### config.mk
export PLATFORM = sky130hd
export DESIGN_NAME = spi_ctrl_regs
export DESIGN_NICKNAME = d
export VERILOG_FILES = /design/src/rtl/spi_cfg_pkg.sv /design/src/rtl/spi_in_sync.sv /design/src/rtl/spi_serial_engine.sv /design/src/rtl/spi_reg_bank.sv /design/src/rtl/spi_ctrl_regs.sv
export SDC_FILE = /design/constraint.sdc
export NUM_CORES = 1
export LEC_CHECK = 0
export CAP_MARGIN = 30
export CORE_UTILIZATION = 35
export CTS_CLUSTER_DIAMETER = 40
export DETAILED_ROUTE_END_ITERATION = 16
export HOLD_SLACK_MARGIN = 0.06
export SYNTH_ARGS = -nofsm -noshare
export SYNTH_HDL_FRONTEND = slang
export SYNTH_SLANG_ARGS = --single-unit
### constraint.sdc
create_clock -name clk_i -period 6.6 [get_ports clk_i]
set_clock_uncertainty 0.05 [all_clocks]
set_input_delay 0.66 -clock clk_i [delete_from_list [all_inputs] [get_ports clk_i]]
set_output_delay 0.66 -clock clk_i [all_outputs]
set_load 0.005 [all_outputs]
### src/rtl/spi_cfg_pkg.sv
package spi_cfg_pkg;
  localparam logic [6:0] A_MODE = 7'h00;
  localparam logic [6:0] A_DCLK = 7'h02;
  localparam logic [6:0] A_MADR = 7'h10;
  localparam logic [6:0] A_MDAT = 7'h11;
  localparam logic [6:0] A_SQO  = 7'h15;
  localparam logic [6:0] A_SQI  = 7'h16;

  localparam logic [7:0] M_MODE = 8'hD9;
  localparam logic [7:0] M_DCLK = 8'hFE;
  localparam logic [7:0] M_SQI  = 8'h78;

  localparam int unsigned SRST_BIT  = 5;
  localparam int unsigned LSB_BIT   = 6;
  localparam int unsigned WIRE3_BIT = 7;

  typedef struct packed {
    logic       we;
    logic [6:0] addr;
    logic [7:0] data;
  } wr_req_t;

  function automatic logic [7:0] bit_rev(input logic [7:0] v);
    logic [7:0] r;
    for (int i = 0; i < 8; i++) r[i] = v[7-i];
    return r;
  endfunction
endpackage

### src/rtl/spi_in_sync.sv
module spi_in_sync #(
  parameter int unsigned W       = 3,
  parameter int unsigned STAGES  = 2,
  parameter logic [W-1:0] RST_VAL = '0
) (
  input  logic         clk_i,
  input  logic         rst_ni,
  input  logic [W-1:0] d_i,
  output logic [W-1:0] q_o
);
  logic [W-1:0][STAGES-1:0] chain_q;

  for (genvar g = 0; g < W; g++) begin : g_bit
    always_ff @(posedge clk_i or negedge rst_ni) begin
      if (!rst_ni) chain_q[g] <= {STAGES{RST_VAL[g]}};
      else         chain_q[g] <= {chain_q[g][STAGES-2:0], d_i[g]};
    end
    assign q_o[g] = chain_q[g][STAGES-1];
  end
endmodule

### src/rtl/spi_serial_engine.sv
module spi_serial_engine
  import spi_cfg_pkg::*;
(
  input  logic       clk_i,
  input  logic       rst_ni,
  input  logic       cs_n_i,
  input  logic       sclk_i,
  input  logic       sdi_i,
  input  logic       lsb_first_i,
  input  logic [7:0] rd_data_i,
  output logic [6:0] rd_addr_o,
  output wr_req_t    wr_o,
  output logic       tx_bit_o,
  output logic       tx_en_o
);
  logic       sclk_q;
  logic       rise, fall;
  logic [4:0] bit_cnt;
  logic [7:0] rx_sh, rx_next, rx_byte;
  logic [7:0] instr;
  logic       rd_ph, tx_first, tx_bit;
  logic [7:0] tx_sh, tx_ord;

  assign rise    = sclk_i & ~sclk_q;
  assign fall    = ~sclk_i & sclk_q;
  assign rx_next = {rx_sh[6:0], sdi_i};
  assign rx_byte = lsb_first_i ? bit_rev(rx_next) : rx_next;
  assign tx_ord  = lsb_first_i ? bit_rev(rd_data_i) : rd_data_i;

  always_ff @(posedge clk_i or negedge rst_ni) begin
    if (!rst_ni) sclk_q <= 1'b0;
    else         sclk_q <= sclk_i;
  end

  always_ff @(posedge clk_i or negedge rst_ni) begin
    if (!rst_ni) begin
      bit_cnt  <= '0;
      rx_sh    <= '0;
      instr    <= '0;
      rd_ph    <= 1'b0;
      tx_first <= 1'b1;
      tx_bit   <= 1'b0;
      tx_sh    <= '0;
      wr_o     <= '0;
    end else begin
      wr_o.we <= 1'b0;
      if (cs_n_i) begin
        bit_cnt  <= '0;
        rd_ph    <= 1'b0;
        tx_first <= 1'b1;
        tx_bit   <= 1'b0;
      end else begin
        if (rise && bit_cnt != 5'd16) begin
          rx_sh   <= rx_next;
          bit_cnt <= bit_cnt + 5'd1;
          if (bit_cnt == 5'd7) begin
            instr <= rx_byte;
            rd_ph <= rx_byte[7];
          end
          if (bit_cnt == 5'd15 && !instr[7]) begin
            wr_o.we   <= 1'b1;
            wr_o.addr <= instr[6:0];
            wr_o.data <= rx_byte;
          end
        end
        if (fall && rd_ph) begin
          // snapshot read data on the first falling edge of the data phase
          if (tx_first) begin
            tx_bit   <= tx_ord[7];
            tx_sh    <= {tx_ord[6:0], 1'b0};
            tx_first <= 1'b0;
          end else begin
            tx_bit <= tx_sh[7];
            tx_sh  <= {tx_sh[6:0], 1'b0};
          end
        end
      end
    end
  end

  assign rd_addr_o = instr[6:0];
  assign tx_bit_o  = tx_bit;
  assign tx_en_o   = rd_ph;


  wr_commit_chk: assert property (@(posedge clk_i) disable iff (!rst_ni)
    wr_o.we |-> (bit_cnt == 5'd16 && !instr[7]));

  tx_hold_chk: assert property (@(posedge clk_i) disable iff (!rst_ni)
    (!fall && !cs_n_i) |=> $stable(tx_bit));

  abort_chk: assert property (@(posedge clk_i) disable iff (!rst_ni)
    cs_n_i |=> (bit_cnt == 5'd0 && !wr_o.we && !rd_ph));
endmodule

### src/rtl/spi_reg_bank.sv
module spi_reg_bank
  import spi_cfg_pkg::*;
#(
  parameter int unsigned MEM_DATA_W = 6
) (
  input  logic                  clk_i,
  input  logic                  rst_ni,
  input  wr_req_t               wr_i,
  input  logic [6:0]            rd_addr_i,
  output logic [7:0]            rd_data_o,
  input  logic                  sync_alarm_i,
  input  logic [1:0]            sync_quad_i,
  output logic [7:0]            mode_o,
  output logic [7:0]            dclk_o,
  output logic [7:0]            madr_o,
  output logic [MEM_DATA_W-1:0] mdat_o,
  output logic [7:0]            sqi_o
);
  logic [7:0]            r00, r02, r10, r16;
  logic [MEM_DATA_W-1:0] r11;
  logic                  srst, no_store;

  assign srst     = wr_i.we && wr_i.addr == A_MODE && wr_i.data[SRST_BIT];
  assign no_store = !(wr_i.addr inside {A_MODE, A_DCLK, A_MADR, A_MDAT, A_SQI});

  always_ff @(posedge clk_i or negedge rst_ni) begin
    if (!rst_ni) begin
      r00 <= '0; r02 <= '0; r10 <= '0; r11 <= '0; r16 <= '0;
    end else if (srst) begin
      r00 <= wr_i.data & M_MODE;
      r02 <= '0; r10 <= '0; r11 <= '0; r16 <= '0;
    end else if (wr_i.we) begin
      case (wr_i.addr)
        A_MODE:  r00 <= wr_i.data & M_MODE;
        A_DCLK:  r02 <= wr_i.data & M_DCLK;
        A_MADR:  r10 <= wr_i.data;
        A_MDAT:  r11 <= wr_i.data[MEM_DATA_W-1:0];
        A_SQI:   r16 <= wr_i.data & M_SQI;
        default: ;
      endcase
    end
  end

  always_comb begin
    rd_data_o = '0;
    case (rd_addr_i)
      A_MODE: rd_data_o = r00;
      A_DCLK: rd_data_o = {r02[7:1], sync_alarm_i};
      A_MADR: rd_data_o = r10;
      A_MDAT: rd_data_o[MEM_DATA_W-1:0] = r11;
      A_SQO:  rd_data_o[1:0] = sync_quad_i;
      A_SQI:  rd_data_o = r16;
      default: ;
    endcase
  end

  assign mode_o = r00;
  assign dclk_o = r02;
  assign madr_o = r10;
  assign mdat_o = r11;
  assign sqi_o  = r16;


  unmapped_wr_chk: assert property (@(posedge clk_i) disable iff (!rst_ni)
    (wr_i.we && no_store) |=> $stable({r00, r02, r10, r11, r16}));

  srst_clear_chk: assert property (@(posedge clk_i) disable iff (!rst_ni)
    srst |=> (r02 == '0 && r10 == '0 && r11 == '0 && r16 == '0 && !r00[SRST_BIT]));
endmodule

### src/rtl/spi_ctrl_regs.sv
module spi_ctrl_regs
  import spi_cfg_pkg::*;
#(
  parameter int unsigned SYNC_STAGES = 2,
  parameter int unsigned MEM_DATA_W  = 6
) (
  input  logic                  clk_i,
  input  logic                  rst_ni,
  input  logic                  sclk_i,
  input  logic                  cs_ni,
  input  logic                  sdio_i,
  output logic                  sdio_o,
  output logic                  sdio_oe_o,
  output logic                  sdo_o,
  output logic                  sdo_oe_o,
  input  logic                  sync_alarm_i,
  input  logic [1:0]            sync_quad_i,
  output logic [7:0]            mode_cfg_o,
  output logic [7:0]            dclk_cfg_o,
  output logic [7:0]            mem_addr_o,
  output logic [MEM_DATA_W-1:0] mem_data_o,
  output logic [7:0]            sync_cfg_o
);
  localparam int unsigned NPIN = 3;

  logic [NPIN-1:0] pins_s;
  logic            cs_s, sclk_s, sdi_s;
  logic [6:0]      rd_addr;
  logic [7:0]      rd_data;
  wr_req_t         wr;
  logic            tx_bit, tx_en, wire3;

  spi_in_sync #(.W(NPIN), .STAGES(SYNC_STAGES), .RST_VAL(3'b100)) u_sync (
    .clk_i, .rst_ni,
    .d_i ({cs_ni, sclk_i, sdio_i}),
    .q_o (pins_s)
  );
  assign {cs_s, sclk_s, sdi_s} = pins_s;

  spi_serial_engine u_eng (
    .clk_i, .rst_ni,
    .cs_n_i      (cs_s),
    .sclk_i      (sclk_s),
    .sdi_i       (sdi_s),
    .lsb_first_i (mode_cfg_o[LSB_BIT]),
    .rd_data_i   (rd_data),
    .rd_addr_o   (rd_addr),
    .wr_o        (wr),
    .tx_bit_o    (tx_bit),
    .tx_en_o     (tx_en)
  );

  spi_reg_bank #(.MEM_DATA_W(MEM_DATA_W)) u_regs (
    .clk_i, .rst_ni,
    .wr_i         (wr),
    .rd_addr_i    (rd_addr),
    .rd_data_o    (rd_data),
    .sync_alarm_i,
    .sync_quad_i,
    .mode_o       (mode_cfg_o),
    .dclk_o       (dclk_cfg_o),
    .madr_o       (mem_addr_o),
    .mdat_o       (mem_data_o),
    .sqi_o        (sync_cfg_o)
  );

  assign wire3     = mode_cfg_o[WIRE3_BIT];
  assign sdio_o    = tx_bit & wire3;
  assign sdio_oe_o = tx_en & wire3;
  assign sdo_o     = tx_bit & ~wire3;
  assign sdo_oe_o  = tx_en & ~wire3;


  oe_idle_chk: assert property (@(posedge clk_i) disable iff (!rst_ni)
    cs_s |=> (!sdio_oe_o && !sdo_oe_o));
endmodule

Word-level counts from Yosys, hierarchy flattened
Index checks and enable logic that the tools add are counted.
- register bits after elaboration: 92
- bits in latches: 0
- RAM bits: 0
- memory bits (read-only): 0
- word-level logic and storage cells: 103
- memories kept: 0
- add/subtract/negate cells: 1
- multiply operators: 0
- divide/modulo/power cells: 0
- order comparisons: 0
- equality and inequality tests: 12
- shifts and indexed selects: 0
- multiplexer cells: 34
- bitwise logic cells: 10
- reduce and logical (&&, ||, !) cells: 27
- operators with widths (kind ; count):
    2-to-1 mux 8 bit ; 15
    equality test 7 x 5 -> 1 bit, second input constant ; 7
    2-to-1 mux 16 bit ; 3
    case mux 4 bit (5 select lines) ; 1
    2-to-1 mux 6 bit ; 3
    nonzero test 2 bit ; 9
    AND reduction 2 bit ; 8
    equality test 7 x 2 -> 1 bit, second input constant ; 2
    logical NOT 7 bit ; 2
    case mux 2 bit (6 select lines) ; 1
    2-to-1 mux 5 bit ; 2
    2-to-1 mux 1 bit ; 8
    case mux 2 bit (4 select lines) ; 1
    AND 1 bit ; 6
    AND reduction 3 bit ; 2
    adder 5 x 1 -> 5 bit, second input constant ; 1
    equality test 5 x 3 -> 1 bit, second input constant ; 1
    equality test 5 x 4 -> 1 bit, second input constant ; 1
    logical AND 1 bit ; 5
    inequality test 5 bit, second input constant ; 1
    inverter 1 bit ; 4
    logical NOT 1 bit ; 1

Longest topological paths before layout
Gate-level depths: netlist (run 1).
- depth after elaboration: 6
- depth in mapped cells: 8
- depth with buffers taken out: 6

By module
A second synthesis (run 1) with hierarchy kept.
- cell total of the unflattened synthesis: 339
- area total of the unflattened synthesis: 4083.9 µm²
- by module, submodules not included (module ; times used ; cells an instance ; area an instance (µm²)):
    spi_serial_engine ; 1 ; 174 ; 2262.2
    spi_reg_bank ; 1 ; 152 ; 1621.6
    spi_in_sync ; 1 ; 9 ; 175.2
    spi_ctrl_regs ; 1 ; 4 ; 25.0

Least setup slack after synthesis (run 1)
No wires, ideal clock.
- kind: register -> register
- from: reg u_eng.bit_cnt[0]
- to: reg u_eng.wr_o[0] (netlist bit)
- arrival: 1.949 ns
- path slack: 4.476 ns
- cell stages (with the launch flop): 9
- path buffers: 2
- cell sequence: dfrtp_1 -> inv_1 -> ha_1 -> nand4bb_4 -> nor3b_4 -> and3b_2 -> buf_4 -> buf_4 -> mux2_2
- word-level cells in the longest chain between the ends: 3
- elaborated cells between the ends (all ways): 5
- those cells by class: 2 x eq/ne; 3 x reduce/logical
- ends and longest elaborated chain (element ; line ; text):
    from (decl) ; spi_serial_engine.sv:18 ; logic [4:0] bit_cnt;
    from (signal assigned) ; spi_serial_engine.sv:55 ; bit_cnt <= bit_cnt + 5'd1;
    equality test 5 x 4 -> 1 bit or inequality test 5 bit (tied branches) ; spi_serial_engine.sv:60, spi_serial_engine.sv:53 ;
    logical AND 1 bit (on tied branches) ; spi_serial_engine.sv:60, spi_serial_engine.sv:53 ;
    AND reduction 3 bit (no line) (*) ; n/a ;
    to (decl) ; spi_serial_engine.sv:12 ; output wr_req_t wr_o,
Mark *: on every way between the ends. The rest lies on a longest branch, timed or not.
A chain may end at the register's enable or synchronous reset.

Worst setup path after layout (run 1)
- from: reg u_eng.instr[4]
- to: reg u_eng.tx_sh[3]
- word-level cells in the longest chain between the ends: 4
- elaborated cells between the ends (all ways): 8
- those cells by class: 4 x eq/ne; 3 x mux; 1 x reduce/logical
- ends and longest elaborated chain (element ; line ; text):
    from (decl) ; spi_serial_engine.sv:20 ; logic [7:0] instr;
    from (signal assigned) ; spi_serial_engine.sv:57 ; instr <= rx_byte;
    equality test 7 x 5 -> 1 bit, or another cell as far along ; spi_reg_bank.sv:46 ; case (rd_addr_i)
    case mux 4 bit (5 select lines) (*) ; spi_reg_bank.sv:46 ;
    2-to-1 mux 8 bit (*) ; spi_serial_engine.sv:28 ; assign tx_ord = lsb_first_i ? bit_rev(rd_data_i) : rd_data_i;
    2-to-1 mux 8 bit (*) ; spi_serial_engine.sv:68 ; if (tx_first) begin
    to (signal assigned) ; spi_serial_engine.sv:70 ; tx_sh <= {tx_ord[6:0], 1'b0};
    to (signal assigned) ; spi_serial_engine.sv:74 ; tx_sh <= {tx_sh[6:0], 1'b0};
    to (decl) ; spi_serial_engine.sv:22 ; logic [7:0] tx_sh, tx_ord;
Marked as above.

==> results of run 1 <==
## worst max path at each step
stage                      to        startpoint  depth (start not counted)  slack (ns)
6_report       u_eng.tx_sh[3]    u_eng.instr[4]                          4        4.17
2_1_floorplan   u_eng.wr_o[0]  u_eng.bit_cnt[0]                          8        4.48
4_1_cts        u_eng.instr[0]  u_eng.bit_cnt[0]                          6        4.18
3_5_place_dp   u_eng.instr[5]  u_eng.bit_cnt[0]                          6        4.19
3_3_place_gp   u_eng.instr[5]  u_eng.bit_cnt[0]                          6        4.24
5_1_grt        u_eng.tx_sh[3]    u_eng.instr[4]                          4        3.91
## where the power goes
part           switching, W  internal [W]  total [W]
clock network      0.000199      0.000341   0.000540
registers         0.0000208      0.000531   0.000551
logic             0.0000347     0.0000372  0.0000720
total              0.000254      0.000909    0.00116
## flip-flops by register name, indices dropped and copies added (netlist names)
register / count
u_sync.chain_q: 3
u_eng.sclk_q: 1
u_eng.tx_first: 1
u_sync.q_o: 3
u_eng.bit_cnt: 5
u_eng.tx_en_o: 1
u_regs.mode_o: 5
u_regs.madr_o: 8
u_eng.tx_bit_o: 1
u_eng.tx_sh: 7
u_eng.rx_sh: 7
u_eng.instr: 8
u_regs.sqi_o: 4
u_regs.mdat_o: 6
u_regs.dclk_o: 7
u_eng.wr_o: 16
## per-stage QoR
step                      total power [W]  setup slack, ns
after floorplan                  0.000601             4.48
after global placement           0.000630             4.24
after detailed placement         0.000634             4.19
after CTS                         0.00118             4.18
after global routing              0.00121             3.91
final                             0.00116             4.17
## layout make-up
cell class | instances | area share, %
flip-flops and latches | 83 | 42.7
multi-input cells | 239 | 36.7
repair buffers | 44 | 9.24
clock buffers | 10 | 4.90
well taps | 140 | 3.59
clock inverters | 6 | 1.82
inverters | 14 | 1.08
## logic make-up (layout without fill, tap and decap cells)
logic type	after synthesis	in the layout	synth area share, %
AND/OR/NAND/NOR	114	114	16.1
flip-flops	83	83	51.6
multiplexers	69	69	18.5
AO/OA/AOI/OAI	42	42	7.39
buffers and inverters	39	74	4.75
adder cells (fa/ha/maj)	3	3	0.931
XOR/XNOR	3	3	0.652
other	1	8	0.0930
## worst max-delay path: cells and delay by family (launching register included)
family | cells | cell delay [ns]
compound gates | 3 | 1.06
flops | 1 | 0.73
simple gates | 1 | 0.51
## layout by cell type (no fill, tap or decap), types with 2 or more instances in the layout
| cell type | n |
|---|---|
| dfrtp_1 | 80 |
| mux2_2 | 43 |
| clkdlybuf4s50_1 | 40 |
| nor2_1 | 32 |
| mux2i_1 | 26 |
| nand2_1 | 19 |
| nor3_1 | 15 |
| inv_1 | 14 |
| a211oi_1 | 11 |
| nand3_1 | 9 |
| o21ai_0 | 9 |
| clkbuf_16 | 9 |
| conb_1 | 8 |
| nor2b_1 | 7 |
| or3b_2 | 6 |
| o31ai_1 | 5 |
| nor4_1 | 5 |
| and2_1 | 3 |
| a2111oi_0 | 3 |
| ha_1 | 3 |
| buf_4 | 3 |
| dfstp_2 | 3 |
| nand4_1 | 2 |
| xor2_1 | 2 |
| a21oi_1 | 2 |
| or4_1 | 2 |
| or2_2 | 2 |
| a31oi_1 | 2 |
| o221ai_1 | 2 |
| a32oi_1 | 2 |
| clkinvlp_4 | 2 |
| bufinv_16 | 2 |
## metal layers
| layer | global-route usage, % | part of all wire [%] |
|---|---|---|
| met5 | 0 | 0 |
| met4 | 3.71 | 0.85 |
| met3 | 3.79 | 4.2 |
| met2 | 27.3 | 48 |
| met1 | 23.2 | 47 |
==> key figures, run 1 <==
Drt
  – Total wirelength of the detailed-routed design: 9150 µm
  – Number of routed nets with antenna violations: 0
  – Routed via count divided by cell count: 5.22
  – Total via count after detailed routing: 2,797
  – Remaining routing DRC violations: 0
  – Detailed-router iteration count before antenna repair: 4
  – Routed length per instance: 17.1 µm
  – Initial detailed-routing violation count: 154

Clock network
  – Maximum buffer depth of the clock tree: 2
  – Clock tree from TritonCTS: yes
  – Clock-pin slew on the worst setup and hold paths: 0.06 ns
  – Post-cts sizing count: 0
  – Root buffer selected by CTS: clkbuf_16
  – Number of buffers added to fix hold violations after cts: 0
  – Number of setup buffers added after CTS: 0
  – CTS Buf Count: 9
  – Maximum level of the CTS H-tree: 3
  – Clock latency on the worst-skew pair: 0.33 ns
  – TritonCTS Sinks: 83

Floorplan
  – IO Count: 50
  – Standard-cell rows: 38
  – Effective utilization at floorplan: 36.5%
  – Core Area: 0.0110 mm²
  – Overall die area: 0.0119 mm²
  – Overall die width: 109 µm
  – Vertical die dimension: 109 µm

Finish
  – Synthesis-to-finish area growth: 21.0%
  – Diodes inserted: 0
  – Share of post-route cells with drive strength above 1: 20.7%
  – Area occupied by multi-input gates: 0.00179 mm²
  – Fraction of the core area covered by cells at the end of the flow: 44.2%
  – Register Area: 0.00208 mm²
  – Nets: 402
  – Post-route cell area: 0.00488 mm²
  – Final std cells w/o fill: 536
  – Final-layout fill cell count: 1,029

Timing
  – Final clock period utilization by the worst path: 36.8%
  – Time the worst path needs with I/O delays and setup: 2.43 ns
  – Number of slew-limit violations in the final report: 0
  – Setup repair after global routing missed its margin: no
  – Setup violations, final: 0
  – Summed negative setup slack over all endpoints: 0 ns
  – Relative slew slack: 54.6%
  – Maximum clock rate: 0.412 GHz
  – Slew at the pin with the worst max-slew slack: 0.664 ns
  – Minimum hold slack: 0.221 ns
  – Final Hold Viols: 0

Power and ir drop
  – Worst VDD drop: 0.132 mV
  – Power density normalized to cell area: 239 mW/mm²
  – Leakage power: 2.21 nW

GRT
  – Vias in the first global route: 2,787
  – GRT Util Overall: 16.9%
  – Number of antenna violations at the first check in global routing: 0
  – Gr ovfl total: 0
  – Maximum number of pins on one net before global-route repair: 53
  – Global-route wire length before repair: 15,200 µm

Placement
  – Count of buffers from port buffering: 41
  – Number of cells after detailed placement: 520
  – Area after DPL: 0.00455 mm²
  – Routability-driven placement congestion ratio: 0.831
  – Estimated wirelength of the detail-placed design: 6750 µm

Setup path
  – Crit Path Max Fanout: 18
  – WP data required: 6.80 ns
  – CP Launch Type: flip-flop
  – Worst reg2reg path depth: 4
  – Capturing point of the worst reg2reg path: u_eng.tx_sh[3]
  – Crit path max-delay cell type: dfrtp_1
  – Startpoint of the most critical register-to-register path: u_eng.instr[4]
  – CP Cell Sequence: or3b_2, a2111oi_0, o311ai_0, a32oi_1
  – Type of the setup path with the least slack: reg -> reg
  – Arrival time at the worst endpoint: 2.63 ns
  – Register-to-register setup slack: 4.17 ns
  – Slowest Stage Delay on Critical Path: 0.73 ns
  – Kind of end point of the critical path: flip-flop

Yosys
  – Proportion of netlist area held by the largest area contributor: 49.7%
  – Synthesized area divided by synthesized cell count: 11.4 µm²
  – Flip-flop and latch count after synthesis: 83
  – Unique masters post-synth: 50
  – Largest cells by area after synthesis: dfrtp_1 (50%), mux2_2 (12%), mux2i_1 (6.5%), nor2_1 (3.0%), a211oi_1 (2.0%)
  – Count of yosys warnings during synthesis: 0
  – Number of flops mapped to enable cells by yosys: 0
  – Post-Syn Area: 0.00403 mm²
  – Seq/Total Area, Yosys: 51.6%
  – Post-synthesis async set-or-reset flop share: 100%
  – Most common cell in the netlist: dfrtp_1
  – Commonest cells in the synthesized netlist: dfrtp_1 (80), mux2_2 (43), nor2_1 (32)
  – Post-Synthesis Cells: 354
  – Cell taking the most area after synthesis: dfrtp_1
  – Most common flop cell mapped by yosys: dfrtp_1

Status
  – Outcome: complete, no violations

Flow run
  – Reported max-cap violation count: 0

Min path
  – Path class of the lowest-slack min-delay path: in -> async
Note: power is estimated with default switching activity, not from simulation.
==> run 2: changes to the inputs <==
==> constraint.sdc (replaced) <==
create_clock -name clk_i -period 2.3 [get_ports clk_i]
set_clock_uncertainty 0.05 [all_clocks]
set_input_delay 0.23 -clock clk_i [delete_from_list [all_inputs] [get_ports clk_i]]
set_output_delay 0.23 -clock clk_i [all_outputs]
set_load 0.005 [all_outputs]
==> key figures, run 2 (synthesis results as in run 1) <==
Clock network
  – CTS Buf Count: 9
  – Clock tree from TritonCTS: yes
  – Clock-pin slew on the worst setup and hold paths: 0.06 ns
  – Number of setup buffers added after CTS: 0
  – Maximum level of the CTS H-tree: 3
  – Maximum buffer depth of the clock tree: 2
  – TritonCTS Sinks: 83
  – Clock latency on the worst-skew pair: 0.33 ns
  – Root buffer selected by CTS: clkbuf_16

Timing
  – Number of slew-limit violations in the final report: 0
  – Maximum clock rate: 0.468 GHz
  – Setup violations, final: 0
  – Setup WS post-layout: 0.162 ns
  – Final clock period utilization by the worst path: 93.0%
  – Slew at the pin with the worst max-slew slack: 0.600 ns
  – Summed negative setup slack over all endpoints: 0 ns
  – Setup repair after global routing missed its margin: no
  – Time the worst path needs with I/O delays and setup: 2.14 ns
  – Final Hold Viols: 0
  – Relative slew slack: 60.0%

Finish
  – Fraction of the core area covered by cells at the end of the flow: 44.9%
  – Max reg flops: 16
  – Nets: 418
  – Reg with most FFs: u_eng.wr_o
  – Final std cells w/o fill: 552
  – Diodes inserted: 0
  – Leading cell type in the layout, fill and taps excluded: dfrtp_1
  – Most used cells in the layout excluding fill and tap cells: dfrtp_1 (80), mux2_2 (43), clkdlybuf4s50_1 (40)
  – Synthesis-to-finish area growth: 22.9%
  – Final-layout fill cell count: 1,044
  – Share of post-route cells with drive strength above 1: 22.8%

Drt
  – Routed via count divided by cell count: 5.18
  – Initial detailed-routing violation count: 129
  – Total via count after detailed routing: 2,862
  – Number of routed nets with antenna violations: 0
  – Detailed-router iteration count before antenna repair: 4
  – Remaining routing DRC violations: 0
  – Total wirelength of the detailed-routed design: 9460 µm
  – Routed length per instance: 17.1 µm

GRT
  – Number of antenna violations at the first check in global routing: 0
  – Global-route wire length before repair: 15,300 µm
  – Maximum number of pins on one net before global-route repair: 40
  – GRT Util Overall: 17.3%
  – Vias in the first global route: 2,897
  – Gr ovfl total: 0

Setup path
  – Crit path max-delay cell type: or4_1
  – Type of the setup path with the least slack: reg -> reg
  – Arrival time at the worst endpoint: 2.33 ns
  – Slowest Stage Delay on Critical Path: 0.73 ns
  – WP data required: 2.49 ns
  – Kind of end point of the critical path: flip-flop
  – Top cell family by delay on the critical path: simple AND/OR/NAND/NOR gates
  – WP buf/inv: 0
  – Crit Path Max Fanout: 10
  – CP Cell Sequence: or4_1, nor4_1, o311ai_0, a32oi_1
  – CP Launch Type: flip-flop

Power and ir drop
  – Switching share of power: 21.9%
  – Cell-internal power: 0.00253 W
  – Fraction of power consumed by sequential logic: 48.7%
  – Clock power frac: 44.9%
  – Fraction of power consumed by combinational cells: 6.4%
  – Net load switching power: 0.000711 W
  – Worst VDD drop: 0.372 mV
  – Power density normalized to cell area: 655 mW/mm²
  – Leakage power: 2.28 nW

Floorplan
  – Core Area: 0.0110 mm²
  – Standard-cell rows: 38
  – IO Count: 50
  – Overall die area: 0.0119 mm²
  – Vertical die dimension: 109 µm
  – Overall die width: 109 µm
  – Effective utilization at floorplan: 36.5%

Placement
  – Number of cells after detailed placement: 535
  – Estimated wirelength of the detail-placed design: 6940 µm
  – Count of buffers from port buffering: 41
  – Routability-driven placement congestion ratio: 0.846
  – DP Worst Slack: 0.188 ns

Min path
  – Path class of the lowest-slack min-delay path: in -> reg

Status
  – Outcome: complete, no violations

Flow run
  – Reported max-cap violation count: 0
==> run 2: cell count changes in the layout (fill, tap and decap cells not counted), sizes merged <==
cell,previous run,this run
clkbuf,10,14
bufinv,2,1
clkinv,2,1
clkinvlp,2,0
dlygate4sd3,0,1
buf,4,19
==> run 2: path summary, 6_finish.rpt <==
path	start	to	slack [ns]	cells past startpoint
setup / recovery	u_eng.instr[1]	u_eng.tx_sh[3]	0.16	4
hold / removal	cs_ni	u_sync.chain_q[4]	0.26	1
setup reg to reg	u_eng.instr[1]	u_eng.tx_sh[3]	0.16	4
hold reg to reg	u_sync.chain_q[0]	u_sync.q_o[0]	0.30	0
max in group asynchronous	rst_ni	u_eng.tx_first	1.10	3
min in group asynchronous	rst_ni	u_eng.wr_o[11]	0.38	2
==> run 2: routing by layer <==
metal / track usage (%) / up-vias / share of wire, %
li1: - / 1359 / -
met1: 24.0 / 1434 / 48
met2: 26.9 / 57 / 47
met3: 3.44 / 12 / 3.8
met4: 6.38 / 0 / 1.3
met5: 0 / - / 0
==> run 2: timing repair <==
| item | 4_1_cts | 5_1_grt |
|---|---|---|
| hold endpoints to repair | 35 | 0 |
| hold buffers | 1 | 0 |
| resized for setup | 0 | 0 |
==> run 2: power by group through the flow <==
stage	registers, W	clock network [W]	logic [W]
2_1_floorplan	0.00159	0	0.000138
3_3_place_gp	0.00160	0	0.000210
3_5_place_dp	0.00160	0	0.000210
4_1_cts	0.00158	0.00148	0.000214
5_1_grt	0.00159	0.00155	0.000232
6_report	0.00158	0.00145	0.000209
==> run 2: cell type report <==
cell class	count	area, µm²	share of cell area, %
tap	140	175	3.54
timing repair buffer	60	553	11.2
inverter	14	52.6	1.06
multi-input combinational	239	1790	36.2
clock buffer	14	264	5.33
clock inverter	2	35.0	0.708
sequential	83	2080	42.0
==> run 2: through the flow <==
stage / total power, W / cell area, µm² / hold slack (ns)
CTS: 0.00327 / 4950 / 0.250
global placement: 0.00181 / 4640 / 0.200
floorplan: 0.00172 / 4060 / -0.116
global route: 0.00337 / 4950 / 0.250
detailed placement: 0.00181 / 4640 / 0.205
finish: 0.00324 / 4950 / 0.257
